<file path="src/rtl/bitslip_deser.sv">
module bitslip_deser #(
  parameter int W = 8
) (
  input  logic         clk,
  input  logic         rst,
  input  logic         ddr_mode,
  input  logic         sd_a,
  input  logic         sd_b,
  input  logic         slip,
  output logic [W-1:0] word_q,
  output logic         word_valid
);
  localparam int OW = $clog2(W);
  localparam int HW = 2 * W;

  logic [HW-1:0] hist, hist_nx;
  logic [OW-1:0] bitcnt, bitcnt_nx, off, sel;
  logic          ddr_ph, tick, take;

  assign hist_nx   = ddr_mode ? {hist[HW-3:0], sd_a, sd_b} : {hist[HW-2:0], sd_a};
  assign bitcnt_nx = bitcnt + (ddr_mode ? OW'(2) : OW'(1));
  assign tick      = (bitcnt_nx == '0);
  assign sel       = OW'(0) - off;
  assign take      = slip && word_valid;

  always_ff @(posedge clk) begin
    if (rst) begin
      hist       <= '0;
      bitcnt     <= '0;
      word_q     <= '0;
      word_valid <= 1'b0;
    end else begin
      hist       <= hist_nx;
      bitcnt     <= bitcnt_nx;
      word_valid <= tick;
      if (tick) word_q <= W'(hist_nx >> sel);
    end
  end

  always_ff @(posedge clk) begin
    if (rst) begin
      off    <= '0;
      ddr_ph <= 1'b0;
    end else if (take) begin
      if (!ddr_mode)   off <= off + OW'(1);
      else if (!ddr_ph) off <= off - OW'(1);
      else             off <= off + OW'(3);
      ddr_ph <= ddr_mode ? !ddr_ph : ddr_ph;
    end
  end

  AST_RESET_QUIET: assert property (@(posedge clk) rst |=> (!word_valid && word_q == '0));
  AST_PULSE_ONE: assert property (@(posedge clk) disable iff (rst) word_valid |=> !word_valid);
  AST_WORD_HOLD: assert property (@(posedge clk) disable iff (rst) !tick |=> $stable(word_q));
  AST_NO_SLIP_IDLE: assert property (@(posedge clk) disable iff (rst) !take |=> $stable(off) && $stable(ddr_ph));
  AST_SDR_STEP: assert property (@(posedge clk) disable iff (rst) (take && !ddr_mode) |=> off == OW'($past(off) + 1));
  AST_DDR_RIGHT: assert property (@(posedge clk) disable iff (rst) (take && ddr_mode && !ddr_ph) |=> (off == OW'($past(off) - 1) && ddr_ph));
  AST_DDR_LEFT: assert property (@(posedge clk) disable iff (rst) (take && ddr_mode && ddr_ph) |=> (off == OW'($past(off) + 3) && !ddr_ph));
endmodule

</file>
<file path="config.mk">
export PLATFORM = sky130hd
export DESIGN_NAME = bitslip_deser
export DESIGN_NICKNAME = d
export VERILOG_FILES = /design/src/rtl/bitslip_deser.sv
export SDC_FILE = /design/constraint.sdc
export NUM_CORES = 1
export LEC_CHECK = 0
export ABC_AREA = 1
export BUFFER_PORTS_ARGS = -buffer_cell sky130_fd_sc_hd__buf_4
export CAP_MARGIN = 20
export CORE_ASPECT_RATIO = 1.2
export CORE_MARGIN = 5
export CORE_UTILIZATION = 30
export CTS_CLUSTER_SIZE = 20
export DETAILED_ROUTE_END_ITERATION = 16
export GPL_TIMING_DRIVEN = 0
export HOLD_SLACK_MARGIN = 0.12
export PLACE_DENSITY = 0.48
export SLEW_MARGIN = 20
export SYNTH_ARGS = -nofsm -noshare
export SYNTH_HDL_FRONTEND = slang
export SYNTH_SLANG_ARGS = --single-unit
</file>
<file path="constraint.sdc">
create_clock -name clk -period 2.3 [get_ports clk]
set_clock_uncertainty 0.15 [all_clocks]
set_input_delay 0.575 -clock clk [delete_from_list [all_inputs] [get_ports clk]]
set_output_delay 0.575 -clock clk [all_outputs]
set_load 0.1 [all_outputs]
</file>
# Yosys cells after proc, flatten, opt, wreduce, memory -nomap -nowiden
# Index checks and enable logic that the tools add are counted.
# W data, S select, Z words.
dict set report totals {
  register_bits 31
  output_inout_bits 9
  wordCells 20
}
dict set report op_classes {
  add_sub_neg 5
  shifts 1
  n_mux 4
  reduce_logical 4
}
# op count
set op_table {}
lappend op_table {{$mux W16} 1}
lappend op_table {{$shr A16 B3 Y8} 1}
lappend op_table {{$mux W3} 2}
lappend op_table {{$add A3 B1 Y3 const B} 1}
lappend op_table {{$add A3 B2 Y3} 1}
lappend op_table {{$add A3 B2 Y3 const B} 1}
lappend op_table {{$logic_not A3 Y1} 1}
lappend op_table {{$sub A1 B3 Y3 const A} 1}
lappend op_table {{$sub A3 B1 Y3 const B} 1}
lappend op_table {{$mux W2} 1}
lappend op_table {{$reduce_and A2 Y1} 1}
lappend op_table {{$logic_and A1 B1 Y1} 1}
lappend op_table {{$logic_not A1 Y1} 1}

# Logic depth before layout (Yosys ltp)
# Gate-level depths: netlist (run 1).
dict set report depth {
  depth_word 3
  depth_mapped 12
  ltp_nobuf 9
}

# Worst setup path after synthesis (run 1)
# Ideal clock, no wire load.
dict set report synth_path {
  kind {input to register}
  from {input ddr_mode}
  to {register word_q[4]}
  setup_ns 0.069
  arrival_ns 2.243
  setup_slack_ns -0.162
  path_stages 11
  path_buffers 3
  path_cell_list {buf_6 inv_6 buf_8 ha_1 fa_1 xnor2_1 nand3_1 inv_2 buf_4 o21ai_0 a21oi_2}
}
dict set report synth_via {
  elab_chain_len 3
  word_cells_on_any_way 5
  classes_between {1 x add/sub; 1 x shift; 2 x mux; 1 x reduce/logical}
}
# element line_no
set synth_lines {}
lappend synth_lines {{from (decl)} 6} ;# input logic ddr_mode,
lappend synth_lines {{$mux W2} 21} ;# assign bitcnt_nx = bitcnt + (ddr_mode ? OW'(2) : OW'(1));
lappend synth_lines {{$add A3 B2 Y3} 21}
lappend synth_lines {{$logic_not A3 Y1} 22} ;# assign tick = (bitcnt_nx == '0);
lappend synth_lines {{to (signal assigned)} 36} ;# if (tick) word_q <= W'(hist_nx >> sel);
lappend synth_lines {{to (decl)} 10} ;# output logic [W-1:0] word_q,
# Several ways; a longest one is shown, not always the timed one.
# A chain may end at the register's enable or synchronous reset.

# Final worst setup path (run 1)
dict set report layout_path {
  from {input ddr_mode}
  to {register word_q[6]}
}
dict set report layout_via {
  elab_chain_len 3
  word_cells_on_any_way 5
  classes_between {1 x add/sub; 1 x shift; 2 x mux; 1 x reduce/logical}
}
# element line_no
set layout_lines {}
lappend layout_lines {{$mux W2} 21}
lappend layout_lines {{$add A3 B2 Y3} 21}
lappend layout_lines {{named net bitcnt_nx[1]} 17} ;# logic [OW-1:0] bitcnt, bitcnt_nx, off, sel;
lappend layout_lines {{$logic_not A3 Y1} 22}
# The timed path passes the listed nets, and every way through them passes these cells.

==> summary.txt, run 1 <==
Run status
  • Status: complete, no violations

Flow run
  • Max-cap violations: 0

GRT
  • Total track usage: 0.126
  • Initial antenna violation count: 0
  • First-pass GRT wire length: 7180 um
  • Largest net degree at the start of global routing: 12
  • GRT overflow: 0
  • Vias in the first global route: 1546

Logic synthesis
  • Main combinational cell family by area after synthesis: simple AND/OR/NAND/NOR gates
  • Largest area contributor in the netlist: dfxtp_1
  • Syn nets: 235
  • Post-synth top cells: 65 x nand3_1, 52 x nand2_1, 30 x dfxtp_1
  • Synth Instances: 225
  • Seq/Total Area, Yosys: 0.366
  • Mux cell area share after synthesis: 0
  • Synth Area in XOR/XNOR: 0.0152
  • Top FF cell, synth: dfxtp_1
  • Syn Area/Cell: 7.30 um^2
  • Most frequent cell after synthesis: nand3_1
  • Synth warnings: 0
  • Synth cell types: 25
  • Synth Register Bits: 30
  • Synth top area cells: dfxtp_1 37%, nand3_1 20%, nand2_1 12%
  • Syn Std Cell Area: 0.00164 mm^2
  • Share of the synthesized area in the top cell type: 0.366
  • Number of synthesized flops with an enable pin: 0
  • Synth Area in Simple Gates: 0.352
  • Asr flop ratio synth: 0
  • Synth Area in Compound Gates: 0.122
  • Synth Area in Adders: 0.0396

Clock tree
  • TritonCTS Sinks: 30
  • CTS tree: built
  • CTS Hold Buffers Added: 0
  • Clk slew on worst S/H paths: 0.07 ns
  • CTS Buf Count: 5
  • H-tree depth: 2
  • Clock Latency Late Sink: 0.28 ns
  • CTS root buffer: clkbuf_8
  • CTS max path bufs: 2

Route
  • Wire length per cell: 13.0 um
  • First drt pass iteration count: 4
  • Initial DRC count: 98
  • Via density: 4.98
  • Vias: 1549
  • Total wire length: 4030 um
  • Residual DRC: 0
  • DRT antenna net count: 0

Timing
  • Max_slew headroom: 0.673
  • Final Hold Violating Endpoints: 0
  • Pins over their slew limit: 0
  • Final setup viols: 0
  • Pin slew with the least headroom to its limit: 0.490 ns
  • Tcrit/Tclk final: 0.949
  • Tmin final: 2.18 ns
  • F_max: 458 MHz
  • RSZ-0062 raised after global routing: false
  • Fin Setup TNS: 0 ns

Worst setup path
  • Crit path max fanout: 18
  • CP Class: input port to flip-flop
  • CP arrival: 2.22 ns
  • Nature of the critical path endpoint: flip-flop
  • Startpoint types: input port
  • Crit path required time: 2.33 ns

Pwr
  • Sequential Power Share: 0.348
  • Switching Share: 0.407
  • VDD IR max: 0.240 mV
  • Power per cell area: 851 mW/mm^2
  • Clock share of power: 0.264
  • Combinational Power Share: 0.389
  • Net switching power: 697 uW
  • Internal Power: 1.02 mW
  • Leak: 0.869 nW

Final layout
  • N_diodes: 0
  • Layout cells sized above 1: 0.233
  • Nets: 258
  • Area growth syn-to-layout: 22.8%
  • Core Util, Final: 0.380

Worst hold path
  • Worst Hold Class: flip-flop to flip-flop

Die
  • I/O pin count: 15
  • Row Count: 29
  • Core area: 0.00530 mm^2
  • Die Wd: 77.5 um
  • Die area: 0.00706 mm^2
  • Initial Util: 0.310
  • Die height: 91.0 um

Place
  • Port bufs: 13
  • HPWL after DPL: 3020 um
  • GPL Wtd Cong: 0.816
power groups by stage:
stage,sequential (mW),clock (mW),combinational (mW)
4_1_cts,0.597,0.470,0.675
3_3_place_gp,0.608,0,0.635
5_1_grt,0.602,0.495,0.721
3_5_place_dp,0.608,0,0.635
2_1_floorplan,0.825,0,0.290
6_report,0.596,0.452,0.666
flip-flops by register name (all words and copies together), names as in the netlist:
register / flops
word_valid: 1
word_q: 8
ddr_ph: 1
bitcnt: 3
off: 3
hist: 14
what timing repair did:
| item | CTS | global route |
|---|---|---|
| setup endpoints to repair | 6 | 6 |
| setup buffers | 4 | 0 |
| endpoints found under the hold margin | 0 | 0 |
| resized for setup | 3 | 0 |
| pin swaps | 2 | 0 |
| gates cloned | 0 | 0 |
stage by stage:
stage	cells	total power, mW	setup WS, ns	instance area, um^2	hold slack (ns)
2_1_floorplan	225	1.12	-0.00540	1720	0.305
3_5_place_dp	300	1.24	-0.384	1890	0.335
4_1_cts	312	1.74	0.0195	2030	0.346
6_report	311	1.71	0.118	2020	0.348
3_3_place_gp	300	1.24	-0.369	1890	0.324
5_1_grt	311	1.82	0.0109	2020	0.380
layout make-up:
cell class / count / area (um^2)
timing repair buffer: 17 / 140
tap: 62 / 77.6
multi-input combinational: 168 / 923
buffer: 10 / 106
inverter: 16 / 72.6
fill: 576 / 3280
sequential: 30 / 601
clock buffer: 6 / 82.6
clock inverter: 2 / 12.5
cell families (layout without fill, tap and decap cells):
| kind of cell | Yosys count | after routing |
|---|---|---|
| xor+xnor | 2 | 2 |
| compound gates | 35 | 35 |
| buf+inv | 27 | 51 |
| flops | 30 | 30 |
| simple gates | 127 | 127 |
| fa+ha+maj | 4 | 4 |
worst paths after layout:
check / cells past startpoint / endpoint / slack (ns) / startpoint
min reg2reg: 2 / ddr_ph / 0.35 / ddr_ph
max reg2reg: 11 / word_q[6] / 0.20 / off[0]
max: 12 / word_q[6] / 0.12 / ddr_mode
min: 2 / ddr_ph / 0.35 / ddr_ph
cell usage in the layout (no fill, tap or decap):
master       n
nand3_1     60
nand2_1     52
dfxtp_1     30
a21oi_1     18
buf_4       17
inv_1       12
clkbuf_8     8
nand3_2      6
o21ai_0      5
nand2_2      4
nor2_1       4
o21a_1       4
a21oi_2      4
buf_6        2
buf_12       2
buf_2        2
inv_4        2
o21ai_2      2
o21ai_1      2
inv_2        1
inv_8        1
buf_1        1
xor2_2       1
xnor2_2      1
buf_8        1
nand3b_1     1
fa_2         1
fa_1         1
ha_1         1
ha_4         1
clkinvlp_4   1
clkinv_2     1
per-layer routing:
metal	vias up	GRT usage	share of wire
li1	806	-	-
met2	15	0.211	0.50
met4	0	0.0516	0.015
met3	5	0.0238	0.020
met5	-	0	0
met1	723	0.159	0.46
worst max-delay path, stage by stage:
cell and delay (ns):
buf_4 0.13, buf_12 0.14, inv_8 0.12, ha_4 0.15, fa_2 0.41, inv_1 0.09
nand3_2 0.14, inv_4 0.12, buf_8 0.15, nand3_2 0.08, nand2_1 0.07, inv_1 0.03
Power figures use the tool's default switching activity.
==> inputs of run 2 (changes only) <==
--- a/config.mk
+++ b/config.mk
@@ -8,6 +8,8 @@
 export ABC_AREA = 1
 export BUFFER_PORTS_ARGS = -buffer_cell sky130_fd_sc_hd__buf_4
 export CAP_MARGIN = 20
+export CELL_PAD_IN_SITES_DETAIL_PLACEMENT = 0
+export CELL_PAD_IN_SITES_GLOBAL_PLACEMENT = 1
 export CORE_ASPECT_RATIO = 1.2
 export CORE_MARGIN = 5
 export CORE_UTILIZATION = 30
@@ -15,7 +17,7 @@
 export DETAILED_ROUTE_END_ITERATION = 16
 export GPL_TIMING_DRIVEN = 0
 export HOLD_SLACK_MARGIN = 0.12
-export PLACE_DENSITY = 0.48
+export PLACE_DENSITY = 0.61
 export SLEW_MARGIN = 20
 export SYNTH_ARGS = -nofsm -noshare
 export SYNTH_HDL_FRONTEND = slang
==> summary.txt, run 2 (synthesis gave the netlist of run 1 again) <==
Run status
  • Status: complete, no violations

Clock tree
  • Clk slew on worst S/H paths: 0.07 ns
  • Clock Latency Late Sink: 0.28 ns
  • TritonCTS Sinks: 30
  • CTS Hold Buffers Added: 0
  • CTS Buf Count: 5
  • CTS root buffer: clkbuf_8
  • H-tree depth: 2
  • CTS tree: built
  • CTS max path bufs: 2

GRT
  • First-pass GRT wire length: 7420 um
  • Initial antenna violation count: 0
  • Largest net degree at the start of global routing: 12
  • GRT overflow: 0
  • Vias in the first global route: 1578
  • Total track usage: 0.130

Die
  • Die area: 0.00706 mm^2
  • Die Wd: 77.5 um
  • Core area: 0.00530 mm^2
  • I/O pin count: 15
  • Die height: 91.0 um
  • Row Count: 29
  • Initial Util: 0.310

Final layout
  • Largest regs: hist x14, word_q x8
  • Layout cells sized above 1: 0.249
  • Reg with most FFs: hist
  • N_diodes: 0
  • Max FFs per register: 14
  • Sequential cell area: 602 um^2
  • Most common cell after layout, fill and taps aside: nand3_1
  • Multi-input logic area: 923 um^2
  • Most frequent cells in the layout: 60 x nand3_1, 52 x nand2_1, 29 x dfxtp_1
  • Nets: 262
  • Core Util, Final: 0.391
  • Fillers: 550
  • Area growth syn-to-layout: 26.2%

Worst setup path
  • Crit path max fanout: 18
  • Top delay family on crit path: buffers and inverters
  • Max incr delay on CP: 0.41 ns
  • Worst path cell trace: buf_4 > buf_12 > inv_8 > ha_4 > fa_2 > inv_1 > nand3_2 > inv_4 > buf_12 > nand3_2 > nand2_1 > inv_1
  • CP arrival: 2.17 ns
  • Nature of the critical path endpoint: flip-flop
  • Buf/Inv on CP: 7
  • Crit path required time: 2.34 ns
  • Startpoint types: input port
  • Crit path max-delay cell type: fa_2
  • CP Class: input port to flip-flop

Pwr
  • Sequential Power Share: 0.333
  • VDD IR max: 0.373 mV
  • Leak: 0.904 nW
  • Net switching power: 695 uW
  • Switching Share: 0.388
  • Power per cell area: 865 mW/mm^2
  • Total power: 1.79 mW
  • Internal Power: 1.10 mW
  • Combinational Power Share: 0.386
  • Clock share of power: 0.281

Timing
  • Pin slew with the least headroom to its limit: 0.493 ns
  • Pins over their slew limit: 0
  • F_max: 470 MHz
  • Final Hold Violating Endpoints: 0
  • Tcrit/Tclk final: 0.926
  • Tmin final: 2.13 ns
  • Max_slew headroom: 0.671
  • RSZ-0062 raised after global routing: false
  • Final setup viols: 0

Route
  • Initial DRC count: 74
  • Residual DRC: 0
  • Via density: 4.94
  • Wire length per cell: 13.5 um
  • DRT antenna net count: 0
  • First drt pass iteration count: 4
  • Vias: 1555
  • Total wire length: 4270 um

Flow run
  • Max-cap violations: 0

Place
  • GPL Wtd Cong: 0.792
  • HPWL after DPL: 3180 um
  • Port bufs: 13

Worst hold path
  • Worst Hold Class: flip-flop to flip-flop
run 2: changes by cell type in the layout (fill, tap and decap cells not counted):
| cell | previous run | this run |
|---|---|---|
| dfxtp_2 | 0 | 1 |
| o21ai_0 | 5 | 7 |
| clkinv_2 | 1 | 0 |
| clkinvlp_4 | 1 | 0 |
| clkbuf_16 | 0 | 1 |
| clkbuf_8 | 8 | 10 |
| dfxtp_1 | 30 | 29 |
| buf_8 | 1 | 0 |
| o21ai_1 | 2 | 0 |
| buf_4 | 17 | 21 |
run 2: stage by stage:
| stage | setup WS [ns] | hold WS (ns) | setup TNS (ns) | std cells | area, um^2 |
|---|---|---|---|---|---|
| after global routing | 0.0726 | 0.371 | 0 | 315 | 2070 |
| final | 0.171 | 0.346 | 0 | 315 | 2070 |
| after global placement | -0.387 | 0.334 | -2.70 | 300 | 1890 |
| after floorplan | -0.00540 | 0.305 | -0.0216 | 225 | 1720 |
| after CTS | -0.000374 | 0.350 | -0.000374 | 311 | 2030 |
| after detailed placement | -0.387 | 0.341 | -2.74 | 300 | 1890 |
run 2: area by class of cell:
cell class	count	share of cell area
flip-flops and latches	30	0.290
repair buffers	21	0.0845
well taps	62	0.0374
plain buffers	10	0.0537
inverters	16	0.0350
clock buffers	8	0.0531
multi-input cells	168	0.446
run 2: layer usage:
layer / share of wire / GRT usage / vias to the layer above / routed length [um]
met5: 0 / 0 / - / 0
li1: - / - / 815 / -
met4: 0.016 / 0.0473 / 0 / 67
met1: 0.47 / 0.166 / 718 / 1990
met2: 0.50 / 0.214 / 16 / 2130
met3: 0.020 / 0.0277 / 6 / 84
run 2: timing repair:
action / CTS / global route
pin swaps: 1 / 3
gates resized for setup: 1 / 2
buffers inserted: 3 / 4
gates cloned: 0 / 1
setup endpoints to repair: 6 / 8
run 2: tightest hold or removal path, stage by stage (launching register included):
cell     delay (ns)
dfxtp_1        0.31
inv_1          0.08
a21oi_1        0.07
run 2: worst paths after layout:
path | from | endpoint | slack [ns] | cells past startpoint
worst max-delay path | ddr_mode | word_q[6] | 0.17 | 12
worst min-delay path | ddr_ph | ddr_ph | 0.35 | 2
worst max register to register | off[0] | word_q[0] | 0.29 | 11
worst min register to register | ddr_ph | ddr_ph | 0.35 | 2
run 2: power groups by stage:
stage	Clock (mW)	Combinational, mW	Sequential [mW]
floorplan	0	0.290	0.825
global placement	0	0.642	0.607
detailed placement	0	0.639	0.609
CTS	0.524	0.660	0.597
global route	0.550	0.750	0.603
finish	0.504	0.691	0.597
